--- src/rtl/ring_match_pkg.sv ---
package ring_match_pkg;

  typedef enum logic [1:0] {
    RING_USER = 2'd0,
    RING_OS   = 2'd1,
    RING_POOL = 2'd2,
    RING_PHYS = 2'd3
  } ring_code_e;

  // raw compare results, datapath -> control
  typedef struct packed {
    logic physEq;
    logic poolEq;
    logic osEq;
    logic servEq;
  } ring_eq_t;

  // selection strobes, control -> datapath
  typedef struct packed {
    logic pickPhys;
    logic pickPool;
    logic pickOs;
    logic pickUser;
  } ring_pick_t;

endpackage

--- src/rtl/ring_match_ctrl.sv ---
module ring_match_ctrl
  import ring_match_pkg::*;
(
  input  logic       clk,
  input  logic       rstN,
  input  logic       fmtSel,
  input  logic       ignoreLow,
  input  logic       physValid,
  input  logic       poolValid,
  input  logic       osValid,
  input  logic       userValid,
  input  ring_eq_t   eqIn,
  output ring_pick_t pickOut
);

  logic specificMode;
  logic userMode;

  assign specificMode = !fmtSel && !ignoreLow;
  assign userMode     = fmtSel;

  always_comb begin
    pickOut = '0;
    pickOut.pickPhys = specificMode && physValid && eqIn.physEq;
    pickOut.pickPool = specificMode && !pickOut.pickPhys && poolValid && eqIn.poolEq;
    pickOut.pickOs   = specificMode && !pickOut.pickPhys && !pickOut.pickPool
                       && osValid && eqIn.osEq;
    pickOut.pickUser = userMode && osValid && eqIn.osEq && userValid && eqIn.servEq;
  end

  AST_ONE_PICK: assert property (@(posedge clk) disable iff (!rstN)
    $onehot0(pickOut));

  AST_IGNORE_NO_PICK: assert property (@(posedge clk) disable iff (!rstN)
    (!fmtSel && ignoreLow) |-> (pickOut == '0));

endmodule

--- src/rtl/ring_match_dp.sv ---
module ring_match_dp
  import ring_match_pkg::*;
#(
  parameter int BLK_W  = 4,
  parameter int IDX_W  = 12,
  parameter int TID_W  = 8,
  parameter int SERV_W = 8,
  localparam int LINE_W = BLK_W + IDX_W
) (
  input  logic              clk,
  input  logic              rstN,
  input  logic              fmtSel,
  input  logic              ignoreLow,
  input  logic [BLK_W-1:0]  tgtBlk,
  input  logic [IDX_W-1:0]  tgtIdx,
  input  logic [SERV_W-1:0] tgtServ,
  input  logic [BLK_W-1:0]  cfgBlk,
  input  logic [TID_W-1:0]  cfgTid,
  input  logic              cfgTidWide,
  input  logic              physValid,
  input  logic              poolValid,
  input  logic [LINE_W-1:0] poolLine,
  input  logic              osValid,
  input  logic [LINE_W-1:0] osLine,
  input  logic              userValid,
  input  logic [SERV_W-1:0] userServ,
  input  ring_pick_t        pickIn,
  output ring_eq_t          eqOut,
  output logic              matchValid,
  output logic [1:0]        ringCode
);

  localparam int NUM_STORED = 2;

  logic [LINE_W-1:0] cmpLine;
  logic [IDX_W-1:0]  hwThread;
  logic [LINE_W-1:0] hwLine;
  logic [LINE_W-1:0] storedLine [NUM_STORED];
  logic [NUM_STORED-1:0] storedEq;

  assign cmpLine = {tgtBlk, tgtIdx};

  // thread field: marker bit above the thread id, masked to the chosen width
  always_comb begin
    hwThread = '0;
    if (cfgTidWide) begin
      hwThread[TID_W]     = 1'b1;
      hwThread[TID_W-1:0] = cfgTid;
    end else begin
      hwThread[TID_W-1]   = 1'b1;
      hwThread[TID_W-2:0] = cfgTid[TID_W-2:0];
    end
  end

  assign hwLine = {cfgBlk, hwThread};

  assign storedLine[0] = poolLine;
  assign storedLine[1] = osLine;

  for (genvar g = 0; g < NUM_STORED; g++) begin : g_lineCmp
    assign storedEq[g] = (storedLine[g] == cmpLine);
  end

  assign eqOut.physEq = (hwLine == cmpLine);
  assign eqOut.poolEq = storedEq[0];
  assign eqOut.osEq   = storedEq[1];
  assign eqOut.servEq = (userServ == tgtServ);

  always_ff @(posedge clk) begin
    if (!rstN) begin
      matchValid <= 1'b0;
      ringCode   <= 2'd0;
    end else begin
      matchValid <= |pickIn;
      if (pickIn.pickPhys)      ringCode <= RING_PHYS;
      else if (pickIn.pickPool) ringCode <= RING_POOL;
      else if (pickIn.pickOs)   ringCode <= RING_OS;
      else                      ringCode <= RING_USER;
    end
  end

  AST_IDLE_CODE_ZERO: assert property (@(posedge clk) disable iff (!rstN)
    !matchValid |-> (ringCode == 2'd0));

  AST_FMT1_USER_ONLY: assert property (@(posedge clk) disable iff (!rstN)
    (matchValid && $past(fmtSel)) |-> (ringCode == RING_USER));

  AST_USER_NEEDS_OS: assert property (@(posedge clk) disable iff (!rstN)
    (matchValid && ringCode == RING_USER)
      |-> $past(osValid && userValid && eqOut.osEq && eqOut.servEq));

  AST_POOL_NEEDS_VALID: assert property (@(posedge clk) disable iff (!rstN)
    (matchValid && ringCode == RING_POOL) |-> $past(poolValid && eqOut.poolEq));

  AST_PHYS_WINS: assert property (@(posedge clk) disable iff (!rstN)
    ($past(rstN) && $past(!fmtSel && !ignoreLow && physValid && eqOut.physEq))
      |-> (matchValid && ringCode == RING_PHYS));

  AST_PICK_TO_FLAG: assert property (@(posedge clk) disable iff (!rstN)
    ($past(rstN) && $past(pickIn != '0)) |-> matchValid);

endmodule

--- src/rtl/ring_match_unit.sv ---
module ring_match_unit
  import ring_match_pkg::*;
#(
  parameter int BLK_W  = 4,
  parameter int IDX_W  = 12,
  parameter int TID_W  = 8,
  parameter int SERV_W = 8
) (
  input  logic                    clk,
  input  logic                    rstN,
  input  logic                    fmtSel,
  input  logic                    ignoreLow,
  input  logic [BLK_W-1:0]        tgtBlk,
  input  logic [IDX_W-1:0]        tgtIdx,
  input  logic [SERV_W-1:0]       tgtServ,
  input  logic [BLK_W-1:0]        cfgBlk,
  input  logic [TID_W-1:0]        cfgTid,
  input  logic                    cfgTidWide,
  input  logic                    physValid,
  input  logic                    poolValid,
  input  logic [BLK_W+IDX_W-1:0]  poolLine,
  input  logic                    osValid,
  input  logic [BLK_W+IDX_W-1:0]  osLine,
  input  logic                    userValid,
  input  logic [SERV_W-1:0]       userServ,
  output logic                    matchValid,
  output logic [1:0]              ringCode
);

  ring_eq_t   eqBus;
  ring_pick_t pickBus;

  ring_match_ctrl u_ctrl (
    .clk       (clk),
    .rstN      (rstN),
    .fmtSel    (fmtSel),
    .ignoreLow (ignoreLow),
    .physValid (physValid),
    .poolValid (poolValid),
    .osValid   (osValid),
    .userValid (userValid),
    .eqIn      (eqBus),
    .pickOut   (pickBus)
  );

  ring_match_dp #(
    .BLK_W  (BLK_W),
    .IDX_W  (IDX_W),
    .TID_W  (TID_W),
    .SERV_W (SERV_W)
  ) u_dp (
    .clk        (clk),
    .rstN       (rstN),
    .fmtSel     (fmtSel),
    .ignoreLow  (ignoreLow),
    .tgtBlk     (tgtBlk),
    .tgtIdx     (tgtIdx),
    .tgtServ    (tgtServ),
    .cfgBlk     (cfgBlk),
    .cfgTid     (cfgTid),
    .cfgTidWide (cfgTidWide),
    .physValid  (physValid),
    .poolValid  (poolValid),
    .poolLine   (poolLine),
    .osValid    (osValid),
    .osLine     (osLine),
    .userValid  (userValid),
    .userServ   (userServ),
    .pickIn     (pickBus),
    .eqOut      (eqBus),
    .matchValid (matchValid),
    .ringCode   (ringCode)
  );

endmodule

--- config.mk ---
export PLATFORM = sky130hd
export DESIGN_NAME = ring_match_unit
export DESIGN_NICKNAME = d
export VERILOG_FILES = /design/src/rtl/ring_match_pkg.sv /design/src/rtl/ring_match_ctrl.sv /design/src/rtl/ring_match_dp.sv /design/src/rtl/ring_match_unit.sv
export SDC_FILE = /design/constraint.sdc
export NUM_CORES = 1
export LEC_CHECK = 0
export BUFFER_PORTS_ARGS = -buffer_cell sky130_fd_sc_hd__buf_2
export CAP_MARGIN = 10
export CORE_MARGIN = 5
export CORE_UTILIZATION = 33
export CTS_CLUSTER_SIZE = 25
export DETAILED_ROUTE_END_ITERATION = 7
export PLACE_DENSITY = 0.81
export SLEW_MARGIN = 20
export SYNTH_ARGS = -nofsm -noshare
export SYNTH_HDL_FRONTEND = slang
export SYNTH_SLANG_ARGS = --single-unit
--- constraint.sdc ---
create_clock -name clk -period 1.9 [get_ports clk]
set_input_delay 0.475 -clock clk [delete_from_list [all_inputs] [get_ports clk]]
set_output_delay 0.475 -clock clk [all_outputs]
set_load 0.03 [all_outputs]
After elaboration in Yosys (flattened, before gate mapping)
Cells that the tools add are included.
{"block": "word_totals", "regBits": 3, "latch_bits": 0, "ramBits": 0, "mem_bits_ro": 0, "input_bits": 85, "output_inout_bits": 3, "elab_cells": 29, "mem_count": 0}
{"block": "op_classes", "addsub": 0, "multipliers": 0, "n_div": 0, "magnitude_cmp": 0, "n_eq_ne": 4, "n_shift": 0, "mux": 5, "n_bitwise": 0, "reduce_logical": 18}
{"operator": "$eq A16 B16 Y1", "count": 3}
{"operator": "$logic_and A1 B1 Y1", "count": 13}
{"operator": "$eq A8 B8 Y1", "count": 1}
{"operator": "$mux W8", "count": 1}
{"operator": "$logic_not A1 Y1", "count": 4}
{"operator": "$mux W2", "count": 2}
{"operator": "$reduce_or A4 Y1", "count": 1}
{"operator": "$mux W1", "count": 2}

Longest topological paths before layout
{"block": "depth", "depth_word": 15, "depth_mapped": 5, "ltp_nobuf": 5}

Modules after synthesis
A second synthesis with hierarchy kept.
{"block": "hier_totals", "cells_unflattened": 88, "hier_area_um2": 730.7}
{"module": "ring_match_dp", "instances": 1, "cells_each": 79, "area_per_inst_um2": 680.7, "seq_area_each_um2": 60.1}
{"module": "ring_match_ctrl", "instances": 1, "cells_each": 9, "area_per_inst_um2": 50.0, "seq_area_each_um2": 0.0}

Worst setup path after synthesis
Ideal clock, no wire load.
{"block": "synth_timing", "kind": "input-to-reg", "start": "input tgtIdx[4]", "end": "register u_dp.ringCode[0]", "setup_ns": 0.058, "t_arrival_ns": 1.554, "required_time_ns": 1.842, "path_slack_ns": 0.288, "stages": 5, "path_buffers": 0, "path_cell_list": "xnor2_1 nand4_1 or4_1 a211oi_1 o21a_1"}
{"block": "synth_via", "elab_chain_len": 13, "elab_cells_between_ends": 15, "classes_between": "eq/ne (3); mux (3); reduce/logical (9)"}
{"item": "start, declared", "line_no": "ring_match_unit.sv:14", "rtl": "input logic [IDX_W-1:0] tgtIdx,"}
{"item": "$eq A16 B16 Y1", "line_no": "ring_match_dp.sv:64", "rtl": "assign eqOut.physEq = (hwLine == cmpLine);"}
{"item": "$logic_and A1 B1 Y1", "line_no": "ring_match_ctrl.sv:24", "rtl": "pickOut.pickPhys = specificMode && physValid && eqIn.physEq;"}
{"item": "$logic_not A1 Y1", "line_no": "ring_match_ctrl.sv:25, ring_match_ctrl.sv:26"}
{"item": "$logic_and A1 B1 Y1", "line_no": "ring_match_ctrl.sv:25, ring_match_ctrl.sv:26"}
{"item": "$logic_and A1 B1 Y1 (2 in series)", "line_no": "ring_match_ctrl.sv:25", "rtl": "pickOut.pickPool = specificMode && !pickOut.pickPhys && poolValid && eqIn.poolEq;"}
{"item": "$logic_not A1 Y1", "line_no": "ring_match_ctrl.sv:26", "rtl": "pickOut.pickOs = specificMode && !pickOut.pickPhys && !pickOut.pickPool"}
{"item": "$logic_and A1 B1 Y1", "line_no": "ring_match_ctrl.sv:26"}
{"item": "$logic_and A1 B1 Y1 (2 in series)", "line_no": "ring_match_ctrl.sv:27", "rtl": "&& osValid && eqIn.osEq;"}
{"item": "$mux W1", "line_no": "ring_match_dp.sv:77", "rtl": "else if (pickIn.pickOs) ringCode <= RING_OS;"}
{"item": "$mux W2", "line_no": "ring_match_dp.sv:76", "rtl": "else if (pickIn.pickPool) ringCode <= RING_POOL;"}
{"item": "$mux W2 (*)", "line_no": "ring_match_dp.sv:75", "rtl": "if (pickIn.pickPhys) ringCode <= RING_PHYS;"}
{"item": "end signal, assigned", "line_no": "ring_match_dp.sv:75"}
{"item": "end signal, assigned", "line_no": "ring_match_dp.sv:76"}
{"item": "end signal, assigned", "line_no": "ring_match_dp.sv:77"}
{"item": "end, declared", "line_no": "ring_match_dp.sv:30", "rtl": "output logic [1:0] ringCode"}
Every way passes the cells marked *; elsewhere a longest branch is shown, timed or not.
A chain may end at the register's enable or synchronous reset.

Worst setup path after layout
{"block": "layout_timing", "start": "input tgtBlk[2]", "end": "register u_dp.ringCode[0]"}
{"block": "layout_via", "elab_chain_len": 13, "elab_cells_between_ends": 15, "classes_between": "eq/ne (3); mux (3); reduce/logical (9)"}
{"item": "start, declared", "line_no": "ring_match_unit.sv:13", "rtl": "input logic [BLK_W-1:0] tgtBlk,"}
{"item": "$eq A16 B16 Y1", "line_no": "ring_match_dp.sv:64"}
{"item": "$logic_and A1 B1 Y1", "line_no": "ring_match_ctrl.sv:24"}
{"item": "$logic_not A1 Y1", "line_no": "ring_match_ctrl.sv:25, ring_match_ctrl.sv:26"}
{"item": "$logic_and A1 B1 Y1", "line_no": "ring_match_ctrl.sv:25, ring_match_ctrl.sv:26"}
{"item": "$logic_and A1 B1 Y1 (2 in series)", "line_no": "ring_match_ctrl.sv:25"}
{"item": "$logic_not A1 Y1", "line_no": "ring_match_ctrl.sv:26"}
{"item": "$logic_and A1 B1 Y1", "line_no": "ring_match_ctrl.sv:26"}
{"item": "$logic_and A1 B1 Y1 (2 in series)", "line_no": "ring_match_ctrl.sv:27"}
{"item": "$mux W1", "line_no": "ring_match_dp.sv:77"}
{"item": "$mux W2", "line_no": "ring_match_dp.sv:76"}
{"item": "$mux W2 (*)", "line_no": "ring_match_dp.sv:75"}
Marks and branches as above.

==> results.ini <==
[status]
outcome = completed

[route]
antenna_left = 0
avgViaCountPerCell = 4.81
drt_iter0_drc = 15
via_count = 996
avgRoutedWirePerCell_um = 13.2
first_pass_iters = 6
drt-total-wl_mm = 2.73
drc = 0

[critical_path]
critPathSlowestCell = or4_1
cp.arrival_ns = 1.82
crit_type = input port to register
path_cells = buf_2 > xnor2_1 > nand4_1 > or4_1 > a211oi_1 > o21a_1
path_delay_family = simple AND/OR/NAND/NOR gates
slowest_delay_ns = 0.51
cp-start-kind = input port
crit_required_ns = 2.08
path_buf_inv = 1
end_kind = register
cp_max_fo = 3

[clock_network]
cts.clk_slew.worst_paths_ns = 0.04
tritoncts.num_buffers = 3
cts_root_buf = clkbuf_4
clk_path_buf_depth = 2
post_cts_buffers = 0
htreeDepth = 1
cts_hold_buf = 0
clkSinkCount = 3
cts_tree = built
cts_resized = 0

[power]
power.leakage_nw = 0.591
power_density_nw_per_um2 = 337
peakVddDrop_mv = 0.286

[cells_and_area]
nNetsFinal = 265
final_cell_area_um2 = 1230
num_antenna_cells = 0
area_growth_pct = 67.7
drive_above_1_share = 0.514

[synth]
netlist_instances = 88
synth-seq-cells = 3
yosysUniqueCellTypes = 20
ys_warn_count = 0
syn_nets = 173
avgSynthCellArea_um2 = 8.33
syn_area_um2 = 733
synth.yosys.seq_area_share = 0.0819

[placed_design]
gp_congestion = 0.811
port_buffers = 87
detailedPlace.worstSlack_ns = 0.0259
placedInstanceArea_um2 = 1200
dp_hpwl_mm = 2.53

[sta]
fin_ws_ns = 0.262
hold_viol = 0
rsz0062_at_grt = false
drv_slew = 0
totalNegativeSetupSlack_ns = 0
clock.fmax_mhz = 610
period_share = 0.862
setup_viol = 0
final.min_clock_period_ns = 1.64
relSlewSlack = 0.787
worst_slew_pin_slew_ns = 0.316

[grt]
grt_max_degree = 5
gr-usage-all-layers = 0.168
antenna_found_initial = 0
first_global_vias = 1054
grt.overflow.total = 0
grt_pass1_wl_mm = 4.31

[floorplanning]
rows = 17
core_region_area_um2 = 2170
die-area_um2 = 3260
start_util = 0.338
die-height_um = 57.1
ioPinCount = 88
die_w_um = 57.1

[worst_hold_path]
hold_class = input port to register

[job]
cap_violations = 0

## flip-flops by register name (all words and copies together) (netlist names)
name / flops
u_dp.matchValid: 1
u_dp.ringCode: 2
## cells in the mapped netlist
library cell / number / area (µm²)
xnor2_1: 30 / 263
xor2_1: 22 / 193
nand4_1: 8 / 50.1
nor4_1: 4 / 25.0
dfxtp_1: 3 / 60.1
nor2_1: 3 / 11.3
nor3_1: 3 / 15.0
nand3_1: 2 / 10.0
o21a_1: 2 / 15.0
a211oi_1: 1 / 7.51
a31oi_1: 1 / 6.26
and2_1: 1 / 6.26
and3_1: 1 / 6.26
and4b_1: 1 / 10.0
nand2_1: 1 / 3.75
nor2b_1: 1 / 6.26
nor4_2: 1 / 12.5
o2bb2ai_1: 1 / 8.76
or4_1: 1 / 7.51
xnor2_2: 1 / 16.3
## area by class of cell
type	count	area, µm²
clock buffers	4	26.3
repair buffers	87	435
well taps	28	35.0
fillers	232	940
multi-input cells	85	673
flip-flops and latches	3	60.1
## cell usage in the layout (no fill, tap or decap), types with 2 or more instances in the layout
master	n
buf_2	87
clkbuf_4	3
dfxtp_1	3
nand3_1	2
nand4_1	8
nor2_1	3
nor3_1	3
nor4_1	4
o21a_1	2
xnor2_1	30
xor2_1	22
## power by group
group	total, mW	internal (mW)	switching (mW)
clock network	0.118	0.0791	0.0389
logic	0.233	0.133	0.0998
registers	0.0633	0.0633	0.0000000940
total	0.414	0.275	0.139
## cell families (layout without fill, tap and decap cells)
family / count (synthesis) / after routing / synth area share
buffers and inverters: 0 / 91 / 0
XOR/XNOR: 53 / 53 / 0.643
AO/OA/AOI/OAI: 5 / 5 / 0.0512
flip-flops: 3 / 3 / 0.0819
AND/OR/NAND/NOR: 27 / 27 / 0.224
## worst paths after layout
check                          end  slack (ns)  depth (start not counted)  startpoint
max    u_dp.ringCode[0]$_SDFF_PN0_        0.26                          6   tgtBlk[2]
min    u_dp.ringCode[0]$_SDFF_PN0_        0.48                          2        rstN
## stage by stage
step	std cells	utilization	hold slack [ns]	total power, mW
after global placement	203	0.555	0.710	0.294
after CTS	207	0.567	0.470	0.423
after global routing	207	0.567	0.472	0.457
after floorplan	88	-	0.593	0.169
after detailed placement	203	0.555	0.722	0.299
final	207	0.567	0.479	0.414
## metal layers
metal,up-vias,track usage,share of wire
met5,-,0,0
met4,0,0.0629,0.025
met3,8,0.0814,0.13
met2,63,0.300,0.51
met1,434,0.166,0.34
li1,491,-,-
(Power assumes the default switching activity.)
